<file path="src/rtl/audio_sport_pkg.sv">
package audio_sport_pkg;
  localparam int SAMPLE_W       = 24;
  localparam int SLOTS_PER_HALF = 32;
  localparam int SLOT_W         = $clog2(SLOTS_PER_HALF);
  localparam int RATIO_LO       = 256;
  localparam int RATIO_MID      = 384;
  localparam int RATIO_HI       = 512;
  // master clocks per bit-clock half period
  localparam int HALF_LO  = RATIO_LO  / (4 * SLOTS_PER_HALF);
  localparam int HALF_MID = RATIO_MID / (4 * SLOTS_PER_HALF);
  localparam int HALF_HI  = RATIO_HI  / (4 * SLOTS_PER_HALF);
  localparam int DIV_W    = $clog2(2 * HALF_HI);

  typedef struct packed {
    logic              tick;        // a new bit slot starts at the next edge
    logic              frameStart;  // that slot is the first of a frame
    logic              isLeft;      // that slot belongs to the left half
    logic [SLOT_W-1:0] slot;        // slot index within the half-frame
  } slotStrobe_t;
endpackage

</file>
<file path="src/rtl/sport_ctrl.sv">
module sport_ctrl
  import audio_sport_pkg::*;
(
  input  logic        mclk,
  input  logic        rst_n,
  input  logic        masterMode,
  input  logic        fmtI2s,
  input  logic [1:0]  ratioSel,
  input  logic        bclkIn,
  input  logic        lrclkIn,
  output slotStrobe_t strb,
  output logic        bclkOut,
  output logic        lrclkOut
);
  localparam logic [SLOT_W-1:0] SLOT_MAX = SLOT_W'(SLOTS_PER_HALF - 1);

  logic [DIV_W-1:0]  divCnt, divNext, halfLen, divLast;
  logic              divWrap, mTick;
  logic [SLOT_W:0]   bitCnt, bitNext;
  logic [3:0]        bSync;
  logic [1:0]        lSync;
  logic              sFall, sTick, lrNow, newHalf, sLastLr;
  logic [SLOT_W-1:0] sSlot, sSlotNext;
  logic              bclkQ, lrQ;

  // master divider
  always_comb begin
    case (ratioSel)
      2'b01:   halfLen = DIV_W'(HALF_HI);
      2'b10:   halfLen = DIV_W'(HALF_MID);
      default: halfLen = DIV_W'(HALF_LO);
    endcase
    divLast = DIV_W'(int'(halfLen) * 2 - 1);
    divWrap = divCnt >= divLast;
    divNext = divWrap ? '0 : divCnt + 1'b1;
    mTick   = masterMode && divWrap;
    bitNext = bitCnt + 1'b1;
  end

  // slave edge detection: bit clock lags frame clock by one stage
  always_comb begin
    sFall     = bSync[3] & ~bSync[2];
    sTick     = sFall & ~masterMode;
    lrNow     = lSync[1];
    newHalf   = lrNow != sLastLr;
    sSlotNext = newHalf ? '0 : ((sSlot == SLOT_MAX) ? sSlot : sSlot + 1'b1);
  end

  always_comb begin
    if (masterMode) begin
      strb.tick       = mTick;
      strb.slot       = bitNext[SLOT_W-1:0];
      strb.isLeft     = ~bitNext[SLOT_W];
      strb.frameStart = bitNext == '0;
    end else begin
      strb.tick       = sTick;
      strb.slot       = sSlotNext;
      strb.isLeft     = lrNow ^ fmtI2s;
      strb.frameStart = newHalf && (lrNow ^ fmtI2s);
    end
  end

  always_ff @(posedge mclk or negedge rst_n) begin
    if (!rst_n) begin
      divCnt  <= '0;
      bitCnt  <= '0;
      bclkQ   <= 1'b0;
      lrQ     <= 1'b0;
      bSync   <= '0;
      lSync   <= '0;
      sSlot   <= '0;
      sLastLr <= 1'b0;
    end else begin
      divCnt <= masterMode ? divNext : '0;
      if (mTick) bitCnt <= bitNext;
      bclkQ  <= masterMode && (divNext >= halfLen);
      if (!masterMode)  lrQ <= 1'b0;
      else if (mTick)   lrQ <= (~bitNext[SLOT_W]) ^ fmtI2s;
      bSync <= {bSync[2:0], bclkIn};
      lSync <= {lSync[0], lrclkIn};
      if (sTick) begin
        sSlot   <= sSlotNext;
        sLastLr <= lrNow;
      end
    end
  end

  assign bclkOut  = bclkQ;
  assign lrclkOut = lrQ;

  // generated bit clock falls only where a slot tick was issued
  assert_bclk_fall_on_tick_R4: assert property (@(posedge mclk) disable iff (!rst_n)
    ($fell(bclkQ) && $past(masterMode)) |-> $past(strb.tick));
  // generated frame clock moves only together with a slot tick
  assert_lr_moves_on_tick_R2: assert property (@(posedge mclk) disable iff (!rst_n)
    ($past(masterMode) && !$stable(lrQ)) |-> $past(strb.tick));
endmodule

</file>
<file path="src/rtl/sport_data.sv">
module sport_data
  import audio_sport_pkg::*;
(
  input  logic                mclk,
  input  logic                rst_n,
  input  slotStrobe_t         strb,
  input  logic                fmtI2s,
  input  logic [SAMPLE_W-1:0] leftIn,
  input  logic [SAMPLE_W-1:0] rightIn,
  input  logic                sampleStrobe,
  output logic                sdata
);
  localparam int IDX_W = $clog2(SAMPLE_W);

  logic [SAMPLE_W-1:0] pendL, pendR, actL, actR, word;
  logic [SLOT_W-1:0]   off;
  logic [IDX_W-1:0]    idx;
  logic                inWord, bitVal, sdataQ;

  always_comb begin
    if (!strb.isLeft)        word = actR;
    else if (strb.frameStart) word = pendL;
    else                     word = actL;
    off    = fmtI2s ? strb.slot - 1'b1 : strb.slot;
    inWord = int'(off) < SAMPLE_W;
    idx    = IDX_W'(SAMPLE_W - 1 - int'(off));
    bitVal = inWord ? word[idx] : 1'b0;
  end

  always_ff @(posedge mclk or negedge rst_n) begin
    if (!rst_n) begin
      pendL  <= '0;
      pendR  <= '0;
      actL   <= '0;
      actR   <= '0;
      sdataQ <= 1'b0;
    end else begin
      if (sampleStrobe) begin
        pendL <= leftIn;
        pendR <= rightIn;
      end
      if (strb.tick && strb.frameStart) begin
        actL <= pendL;
        actR <= pendR;
      end
      if (strb.tick) sdataQ <= bitVal;
    end
  end

  assign sdata = sdataQ;

  // data line moves only on a slot boundary
  assert_sdata_on_tick_R4: assert property (@(posedge mclk) disable iff (!rst_n)
    !$stable(sdataQ) |-> $past(strb.tick));
  // slots past the word are zero in either format
  assert_tail_zero_R6: assert property (@(posedge mclk) disable iff (!rst_n)
    (strb.tick && int'(strb.slot) > SAMPLE_W) |=> !sdataQ);
endmodule

</file>
<file path="src/rtl/audio_sport_tx.sv">
module audio_sport_tx
  import audio_sport_pkg::*;
(
  input  logic                mclk,
  input  logic                rst_n,
  input  logic                masterMode,
  input  logic                fmtPin,
  input  logic                fmtReg,
  input  logic [1:0]          ratioSel,
  input  logic                bclkIn,
  input  logic                lrclkIn,
  input  logic [SAMPLE_W-1:0] leftIn,
  input  logic [SAMPLE_W-1:0] rightIn,
  input  logic                sampleStrobe,
  output logic                bclkOut,
  output logic                lrclkOut,
  output logic                sdata
);
  slotStrobe_t strb;
  logic        fmtI2s;

  assign fmtI2s = fmtPin | fmtReg;

  sport_ctrl u_ctrl (
    .mclk(mclk), .rst_n(rst_n), .masterMode(masterMode), .fmtI2s(fmtI2s),
    .ratioSel(ratioSel), .bclkIn(bclkIn), .lrclkIn(lrclkIn), .strb(strb),
    .bclkOut(bclkOut), .lrclkOut(lrclkOut)
  );

  sport_data u_data (
    .mclk(mclk), .rst_n(rst_n), .strb(strb), .fmtI2s(fmtI2s),
    .leftIn(leftIn), .rightIn(rightIn), .sampleStrobe(sampleStrobe), .sdata(sdata)
  );

  // generated clocks stay low while following external clocks
  assert_slave_quiet_R8: assert property (@(posedge mclk) disable iff (!rst_n)
    !masterMode |=> (!bclkOut && !lrclkOut));
endmodule

</file>
<file path="config.mk">
export PLATFORM = sky130hd
export DESIGN_NAME = audio_sport_tx
export DESIGN_NICKNAME = d
export VERILOG_FILES = /design/src/rtl/audio_sport_pkg.sv /design/src/rtl/sport_ctrl.sv /design/src/rtl/sport_data.sv /design/src/rtl/audio_sport_tx.sv
export SDC_FILE = /design/constraint.sdc
export NUM_CORES = 1
export LEC_CHECK = 0
export ABC_AREA = 1
export BUFFER_PORTS_ARGS = -buffer_cell sky130_fd_sc_hd__buf_2
export CAP_MARGIN = 20
export CORE_ASPECT_RATIO = 1.2
export CORE_UTILIZATION = 50
export CTS_CLUSTER_DIAMETER = 30
export DETAILED_ROUTE_END_ITERATION = 10
export GPL_TIMING_DRIVEN = 0
export PLACE_DENSITY = 0.67
export SLEW_MARGIN = 20
export SYNTH_ARGS = -nofsm -noshare
export SYNTH_HDL_FRONTEND = slang
export SYNTH_SLANG_ARGS = --single-unit
</file>
<file path="constraint.sdc">
create_clock -name mclk -period 5.1 [get_ports mclk]
set_input_delay 0.51 -clock mclk [delete_from_list [all_inputs] [get_ports mclk]]
set_output_delay 0.51 -clock mclk [all_outputs]
set_load 0.05 [all_outputs]
</file>
### Word level (Yosys, flattened, before mapping)

Index checks and enable logic that the tools add are counted.

| storage, ports and cells | value |
|---|---|
| register bits | 120 |
| bits in latches | 0 |
| memory bits (writable) | 0 |
| memory bits (read-only) | 0 |
| bits of input ports | 58 |
| output and inout port bits | 3 |
| logic and storage cells | 55 |
| memories | 0 |

| cells by class | value |
|---|---|
| $add $sub $neg | 6 |
| $mul | 0 |
| divide/modulo/power cells | 0 |
| $lt $le $gt $ge | 4 |
| eq/ne operators | 5 |
| shift operators | 0 |
| multiplexer cells | 14 |
| bitwise logic cells | 8 |
| reduce and logical (&&, ||, !) cells | 5 |

Operators with widths:

| kind | number |
|---|---|
| $mux 24 | 2 |
| $mux 5 | 3 |
| $mux 8 | 1 |
| $add 6x1->6 const B | 1 |
| $ge 3x3->1 | 2 |
| $logic_not 6->1 | 1 |
| $lt 5x6->1 const B | 1 |
| $mux 3 | 2 |
| $pmux 3 s2 | 1 |
| $add 5x1->5 const B | 1 |
| $bmux 1 s5 | 1 |
| $eq 5x5->1 const B | 1 |
| $lt 5x5->1 const B | 1 |
| $sub 5x1->5 const B | 1 |
| $sub 5x5->5 const A | 1 |
| $logic_and 1x1->1 | 4 |
| $mux 1 | 4 |
| $add 3x1->3 const B | 1 |
| $not 1->1 | 3 |
| $sub 3x1->3 const B | 1 |
| $and 1x1->1 | 2 |
| $eq 2x1->1 const B | 1 |
| $eq 2x2->1 const B | 1 |
| $ne 2x1->1 const B | 1 |
| 3 further kinds | 4 |

### Logic depth before layout (Yosys ltp)

Gate-level depths: netlist of run 1.

| depth | value |
|---|---|
| word-level depth | 12 |
| mapped depth | 20 |
| gate-level depth less buffers | 19 |

### Cells and area by module

Synthesis of run 1 repeated with hierarchy kept, for this count alone.

| second synthesis, totals | value |
|---|---|
| cell total of the unflattened synthesis | 743 |
| area, all modules | 5864.4 um2 |

Modules (own cells, without submodules):

| module | instances | cells each | area an instance (um2) | sequential area each (um2) |
|---|---|---|---|---|
| sport_data | 1 | 572 | 4516.8 | 2427.3 |
| sport_ctrl | 1 | 168 | 1336.3 | 575.6 |
| audio_sport_tx | 1 | 3 | 11.3 | 0.0 |

### Worst setup path before layout of run 1

No wires, ideal clock.

| timing | value |
|---|---|
| path kind | input-to-reg |
| start | input port ratioSel[0] |
| end | register u_ctrl.bclkQ (netlist: u_ctrl.bclkOut) |
| setup time | 0.120 ns |
| arrival time | 2.361 ns |
| required time | 4.980 ns |
| slack | 2.620 ns |
| stages on the path | 14 |
| buffers on the path | 0 |
| path through | inv_1 -> ha_1 -> ha_1 -> a21oi_1 -> and2_1 -> inv_1 -> or2_2 -> ha_1 -> inv_1 -> nand2_1 -> a21oi_1 -> nor2_1 -> o21ai_0 -> inv_1 |

| on the way | value |
|---|---|
| cells in the longest elaborated chain, start to end | 7 |
| elaborated cells between the ends (all ways) | 8 |
| those cells by class | add/sub: 1; order compare: 2; eq/ne: 2; mux: 2; reduce/logical: 1 |

RTL lines:

| element | line | RTL |
|---|---|---|
| start, declared | audio_sport_tx.sv:9 | `input logic [1:0] ratioSel,` |
| $eq 2x2->1 / $eq 2x1->1 (equally long branches) | sport_ctrl.sv:28 | `case (ratioSel)` |
| $pmux 3 s2 * | sport_ctrl.sv:28 |  |
| $sub 3x1->3 | sport_ctrl.sv:33 | `divLast = DIV_W'(int'(halfLen) * 2 - 1);` |
| $ge 3x3->1 | sport_ctrl.sv:34 | `divWrap = divCnt >= divLast;` |
| $mux 3 | sport_ctrl.sv:35 | `divNext = divWrap ? '0 : divCnt + 1'b1;` |
| $ge 3x3->1 * | sport_ctrl.sv:76 | `bclkQ <= masterMode && (divNext >= halfLen);` |
| $logic_and 1x1->1 * | sport_ctrl.sv:76 |  |
| end signal, assigned | sport_ctrl.sv:76 |  |
| end, declared | sport_ctrl.sv:24 | `logic bclkQ, lrQ;` |

Every way passes the cells marked *; elsewhere a longest branch is shown, timed or not.
A chain may end at the register's enable or synchronous reset.

### Worst setup path after layout of run 1

| timing | value |
|---|---|
| start | register u_ctrl.bitCnt[0] |
| end | register u_data.sdataQ (netlist: u_data.sdata) |

| on the way | value |
|---|---|
| cells in the longest elaborated chain, start to end | 8 |
| elaborated cells between the ends (all ways) | 13 |
| those cells by class | add/sub: 3; order compare: 1; mux: 7; bitwise: 1; reduce/logical: 1 |

RTL lines:

| element | line | RTL |
|---|---|---|
| start, declared | sport_ctrl.sv:19 | `logic [SLOT_W:0] bitCnt, bitNext;` |
| start signal, assigned | sport_ctrl.sv:75 | `if (mTick) bitCnt <= bitNext;` |
| $add 6x1->6 * | sport_ctrl.sv:37 | `bitNext = bitCnt + 1'b1;` |
| $mux 8 * | sport_ctrl.sv:50 | `if (masterMode) begin` |
| $sub 5x1->5 / $mux 8 (equally long branches) | sport_data.sv:24, sport_ctrl.sv:50 |  |
| $mux 5 / $mux 24 (equally long branches) | sport_data.sv:24, sport_data.sv:22 |  |
| $sub 5x5->5 / $mux 24 (equally long branches) | sport_data.sv:26, sport_data.sv:21 |  |
| $bmux 1 s5 | sport_data.sv:27 | `bitVal = inWord ? word[idx] : 1'b0;` |
| $mux 1 (not written as such) | sport_data.sv:27 |  |
| $mux 1 * | sport_data.sv:27 |  |
| end signal, assigned | sport_data.sv:46 | `if (strb.tick) sdataQ <= bitVal;` |
| end, declared | sport_data.sv:18 | `logic inWord, bitVal, sdataQ;` |

Every way passes the cells marked *; elsewhere a longest branch is shown, timed or not. The select of a mux whose other input is x is not followed.

==> summary.txt, run 1 <==
total of fill cells in the finished design - 1,042
final WL - 14,200 µm
Max transition margin - 62.2%
pin count of the biggest net entering global routing - 62
data arrival time of the critical path - 3.03 ns
register-to-register setup slack - 2.38 ns
count of state elements after synthesis - 120
area taken by multi-input logic gates - 2380 µm²
area growth from synthesis to layout - 18.1%
post-synthesis share of cell area spent on xor and xnor gates - 1.15%
antenna cell count - 0
fraction of synthesized cell area taken by the top area cell type - 50.3%
ratio of cells with drive above 1 in the final layout - 14.9%
number of antenna violations at the first check in global routing - 0
unrepaired setup endpoints after global routing - false
Clk Latency, worst-skew pair - 0.42 ns
final global-route overflow total - 0
first-pass GRT wire length - 23,500 µm
final worst-path cycle share - 53.4%
count of antenna-violating nets left after detailed routing - 0
Yosys top cell by area - dfrtp_1
overall global routing resource usage - 25.3%
number of warnings printed during yosys synthesis - 0
Final TNS setup - 0 ns
pwr dens - 500 nW/µm²
worst hold slack across all endpoints - 0.0643 ns
Max-Cap Viols - 0
CTS clock-pin slew for the worst setup and hold paths - 0.06 ns
most common cell after layout, fill and taps aside - nand2_1
number of sinks driven by the clock tree - 120
delay of the slowest cell on the worst path - 0.51 ns
Avg Inst Size Synth - 8.06 µm²
num rows - 43
starting utilization of the core area - 51.6%
classification of the worst setup path - reg2reg
Worst Max-Slew Pin Slew - 0.566 ns
drt wl/cell - 14.4 µm
depth of the worst register-to-register path - 18
launch instance of the worst register-to-register path - u_ctrl.bitCnt[0]
part of the Yosys area used for sequential elements - 50.3%
core region area - 11,600 µm²
Post-Synthesis Cells - 740
area share of fa/ha/maj cells after synthesis - 2.94%
leading cell types by total area after synthesis - dfrtp_1, nand2_1, o21ai_0
Buffers & Inverters on Critical Path - 3
total count of hold-check failures in the final report - 0
type of origin of the critical path - flip-flop
die height - 122 µm
number of pins exceeding their max-slew limit in the final report - 0
mux share of post-synthesis cell area - 0.189%
leakage - 3.60 nW
run status - finished clean
Syn Std Cell Area - 5960 µm²
endpoint class of the critical path - flip-flop
kind of cell adding the most delay to the critical path - simple AND/OR/NAND/NOR gates
cell-by-cell listing of the critical path - ha_1, inv_1, nand2_1, nand3_1, nor2_1, nand3_2, nand2_4, buf_8, buf_12, nand2_1, o211ai_1, nand2_1, nand3_1, nand3_1, nand3_1, nand2_1, nand3_1, nand2_1
Highest Clock Rate - 367 MHz
number of distinct library cells after synthesis - 36
Max IR drop VDD - 0.242 mV
share of the synthesized area in compound gates (AO/OA/AOI/OAI) - 11.6%
port buffer count - 59
post-cts resize count - 0
Detailed Routing Iterations Pass 1 - 5
top fanout value on the critical path - 10
Iter 0 DRT Violations - 306
worst-path cell with the longest stage delay - dfrtp_1
register area - 3000 µm²
basic-gate share of the synthesized area counting and, or, nand and nor cells - 24.0%
clk buf depth - 2
worst hold path class - in2async
via/cell ratio - 5.09
root buffer cell - clkbuf_16
post-CTS setup-driven buffer insertion count - 0
capturing point of the worst reg2reg path - u_data.sdata
die footprint - 12,400 µm²
die width - 102 µm
clock tree from TritonCTS - yes
via count of the first global-routing pass - 4,937
DRC Markers - 0
Final #Nets - 891
Placer Congestion - 0.864
H-tree Lvls - 4
Final setup viols - 0
most frequent cells in the layout - nand2_1, dfrtp_1, o21ai_0
shortest clock period the worst path allows after layout - 2.72 ns
total CTS buffers - 17
dominant combinational cell family by area after synthesis - simple AND/OR/NAND/NOR gates
detailed-placement wirelength estimate - 10,400 µm
cts hold-fix bufs - 0
I/O Pins - 61
number of nets in the synthesized netlist - 812
worst clock skew - 0.00719 ns
required time at the worst-slack endpoint - 5.41 ns
vias post-DR - 5,035
[stage by stage]
step                      cell area (µm²)  setup slack [ns]  instances  utilization [%]  power (mW)
final                                7040              2.38        989             60.9        3.52
after global routing                 7040              2.17        989             60.9        3.76
after CTS                            7040              2.38        989             60.9        3.54
after detailed placement             6490              2.35        957             56.1        2.42
after global placement               6460              2.09        956             55.8        2.38
after floorplan                      5960              2.62        740                -        2.11
[per-layer routing]
metal / up-vias / wire length (µm) / track usage [%]
met5: - / 0 / 0
met4: 0 / 235 / 8.33
met3: 20 / 586 / 5.68
met2: 124 / 7210 / 43.3
met1: 2364 / 6170 / 31.3
li1: 2527 / - / -
[layout make-up]
type	count	area share [%]
Sequential cell	120	42.6
Multi-Input combinational cell	490	33.8
Clock buffer	18	6.23
Inverter	94	5.01
Timing Repair Buffer	60	4.67
Buffer	36	3.21
Tap cell	157	2.79
Clock inverter	14	1.63
[cells in the mapped netlist, drive strengths merged]
cell,instances
a21boi,3
a21oi,9
a31oi,1
and2,1
buf,19
clkbuf,17
clkinv,2
dfrtp,120
ha,14
inv,92
mux2,1
nand2,215
nand3,74
nand3b,9
nand4,4
nor2,22
nor3,3
o211ai,4
o21ai,117
or2,6
xnor2,2
xor2,5
[registers in the layout, indices dropped and copies added (netlist names)]
| register | cells |
|---|---|
| u_data.actL | 24 |
| u_data.actR | 24 |
| u_data.pendL | 24 |
| u_data.pendR | 24 |
| u_ctrl.bitCnt | 6 |
| u_ctrl.sSlot | 5 |
| u_ctrl.bSync | 4 |
| u_ctrl.divCnt | 3 |
| u_ctrl.lSync | 2 |
| u_ctrl.bclkOut | 1 |
| u_ctrl.lrclkOut | 1 |
| u_ctrl.sLastLr | 1 |
| u_data.sdata | 1 |
[logic make-up (layout without fill, tap and decap cells)]
group,after synthesis,count (layout)
simple gates,334,334
compound gates,134,134
buf+inv,130,222
flops,120,120
fa+ha+maj,14,14
xor+xnor,7,7
mux,1,1
[power by group]
part           internal, mW  switching (mW)
clock                 0.643           0.462
sequential             1.21           0.171
combinational         0.400           0.637
[worst reg2reg max path: cells and delay by family, from the launching register on]
| kind | cells | cell delay (ns) |
|---|---|---|
| AND/OR/NAND/NOR | 13 | 1.41 |
| flip-flops | 1 | 0.51 |
| buffers and inverters | 3 | 0.33 |
| adder cells (fa/ha/maj) | 1 | 0.26 |
| AO/OA/AOI/OAI | 1 | 0.11 |
[how the worst max path moves through the flow]
stage                                start               end  cells after the start
final                     u_ctrl.bitCnt[0]      u_data.sdata                     18
after global routing      u_ctrl.bitCnt[0]      u_data.sdata                     18
after CTS                 u_ctrl.bitCnt[0]      u_data.sdata                     18
after detailed placement       ratioSel[0]    u_ctrl.bclkOut                     15
after global placement               rst_n  u_data.pendR[13]                      1
after floorplan                ratioSel[0]    u_ctrl.bclkOut                     14
No activity file was read; power rests on OpenSTA's default activity.
==> run 2: changes to the inputs <==
PLACE_DENSITY = 0.7   (was 0.67)
clock period = 2.2 ns   (was 5.1 ns; I/O delays follow)
==> summary.txt, run 2 (synthesis results as in run 1) <==
register-to-register setup slack - -0.08 ns (was 2.38 ns)
I/O Pins - 61 (unchanged)
met1 wire length - 6560 µm (was 6170 µm)
required time at the worst-slack endpoint - 2.51 ns (was 5.41 ns)
data arrival time of the critical path - 2.59 ns (was 3.03 ns)
num rows - 43 (unchanged)
final worst-path cycle share - 104% (was 53.4%)
DR top layer - met4 (unchanged)
final global-route overflow total - 0 (unchanged)
top fanout value on the critical path - 10 (unchanged)
clock tree from TritonCTS - yes (unchanged)
CTS clock-pin slew for the worst setup and hold paths - 0.06 ns (about the same)
die width - 102 µm (unchanged)
routed wire length on met3 - 610 µm (was 586 µm)
final WL - 15,500 µm (was 14,200 µm)
H-tree Lvls - 4 (unchanged)
worst setup margin - -0.0849 ns (was 2.38 ns)
antenna cell count - 0 (unchanged)
classification of the worst setup path - reg2reg (unchanged)
type of origin of the critical path - flip-flop (unchanged)
count of antenna-violating nets left after detailed routing - 0 (unchanged)
leakage - 3.86 nW (was 3.60 nW)
number of sinks driven by the clock tree - 120 (unchanged)
total of fill cells in the finished design - 968 (was 1,042)
pin count of the biggest net entering global routing - 70 (was 62)
drt wl/cell - 15.1 µm (was 14.4 µm)
Final #Nets - 924 (was 891)
number of pins exceeding their max-slew limit in the final report - 0 (unchanged)
Iter 0 DRT Violations - 291 (was 306)
Highest Clock Rate - 438 MHz (was 367 MHz)
Max IR drop VDD - 0.535 mV (was 0.242 mV)
via count of the first global-routing pass - 5,320 (was 4,937)
die footprint - 12,400 µm² (unchanged)
root buffer cell - clkbuf_16 (unchanged)
worst clock skew - 0.00696 ns (was 0.00719 ns)
Clk Latency, worst-skew pair - 0.42 ns (about the same)
clk buf depth - 2 (unchanged)
core region area - 11,600 µm² (unchanged)
shortest clock period the worst path allows after layout - 2.28 ns (was 2.72 ns)
vias post-DR - 5,347 (was 5,035)
endpoint class of the critical path - flip-flop (unchanged)
Worst Max-Slew Pin Slew - 0.516 ns (was 0.566 ns)
die height - 122 µm (unchanged)
Final setup viols - 1 (was 0)
violated checks - negative setup slack
met2 routed WL - 7850 µm (was 7210 µm)
total CTS buffers - 17 (unchanged)
pwr dens - 1190 nW/µm² (was 500 nW/µm²)
run status - finished with violations (was finished clean)
total count of hold-check failures in the final report - 0 (unchanged)
Detailed Routing Iterations Pass 1 - 5 (unchanged)
share of the core filled with cells - 66.8% (was 60.9%)
worst hold path class - in2reg (was in2async)
ratio of cells with drive above 1 in the final layout - 23.9% (was 14.9%)
Placer Congestion - 0.879 (was 0.864)
most common cell after layout, fill and taps aside - nand2_1 (unchanged)
detailed-placement wirelength estimate - 10,300 µm (was 10,400 µm)
starting utilization of the core area - 51.6% (unchanged)
via/cell ratio - 5.23 (was 5.09)
unrepaired setup endpoints after global routing - true (was false)
Final TNS setup - -0.0849 ns (was 0 ns)
area growth from synthesis to layout - 29.5% (was 18.1%)
overall global routing resource usage - 26.8% (was 25.3%)
number of antenna violations at the first check in global routing - 0 (unchanged)
most frequent cells in the layout - nand2_1, dfrtp_1, inv_1 (was nand2_1, dfrtp_1, o21ai_0)
Max transition margin - 65.6% (was 62.2%)
DRC Markers - 0 (unchanged)
first-pass GRT wire length - 25,000 µm (was 23,500 µm)
port buffer count - 59 (unchanged)
Max-Cap Viols - 0 (unchanged)
## run 2: cell types whose count changed in the layout (fill, tap and decap cells not counted), sizes merged
cell / change
clkinvlp: -1
inv: -2
buf: +24
dlygate4sd3: +10
bufinv: +3
clkbuf: -1
## run 2: layout make-up
cell class                 count  area (µm²)  area share [%]
clock buffer                  18         439            5.68
tap                          157         196            2.54
inverter                      94         353            4.57
sequential                   120        3010            38.9
clock inverter                14         173            2.23
buffer                        36         255            3.30
timing repair buffer          93         606            7.84
multi-input combinational    490        2700            34.9
## run 2: worst max-delay path, stage by stage, from the launching register on
cell and delay (ns):
dfrtp_2 0.40, buf_6 0.14, inv_1 0.07, o21ai_2 0.13, nand2_1 0.13, nand3_4 0.14, nand2_4 0.07, buf_8 0.13
buf_12 0.13, o211ai_1 0.30, nand2_1 0.09, nand3_1 0.08, nand3_1 0.09, nand3_2 0.08, nand2_1 0.05, nand3_1 0.08
nand2_1 0.05
## run 2: path summary, 6_finish.rpt
path                                        from               end  cells after the start
worst max-delay path            u_ctrl.bitCnt[0]      u_data.sdata                     16
max in group asynchronous                  rst_n  u_data.pendR[14]                      3
worst max register to register  u_ctrl.bitCnt[0]      u_data.sdata                     16
worst min-delay path                 rightIn[19]  u_data.pendR[19]                      3
min in group asynchronous                  rst_n   u_ctrl.sSlot[0]                      2
worst min register to register   u_ctrl.bSync[1]   u_ctrl.bSync[2]                      0
## run 2: per-stage QoR
step / instances / worst slack, ns / total power, mW / hold slack, ns / cell area [µm²]
after global placement: 956 / -0.509 / 5.51 / 0.332 / 6460
after floorplan: 740 / 0.00231 / 4.89 / -0.0756 / 5970
after detailed placement: 957 / -0.416 / 5.62 / 0.201 / 6490
after CTS: 1015 / -0.0294 / 8.90 / 0.000176 / 7500
final: 1022 / -0.0849 / 9.18 / 0.00822 / 7730
after global routing: 1022 / -0.185 / 9.71 / 0.0169 / 7730
## run 2: timing repair
| item | CTS | global route |
|---|---|---|
| setup endpoints to repair | 50 | 50 |
| hold buffers | 10 | 0 |
| gates resized for setup | 49 | 55 |
| setup buffers | 16 | 7 |
| hold endpoints to repair | 60 | 0 |
| pin swaps | 22 | 29 |
## run 2: metal layers
| metal | GRT usage, % | up-vias |
|---|---|---|
| met5 | 0 | - |
| met4 | 14.0 | 0 |
| met3 | 4.70 | 38 |
| met2 | 46.2 | 163 |
| met1 | 31.6 | 2558 |
| li1 | - | 2588 |
## run 2: report_power, final
group	switching [mW]	internal, mW
clock network	1.05	1.82
logic	1.82	1.28
registers	0.393	2.81
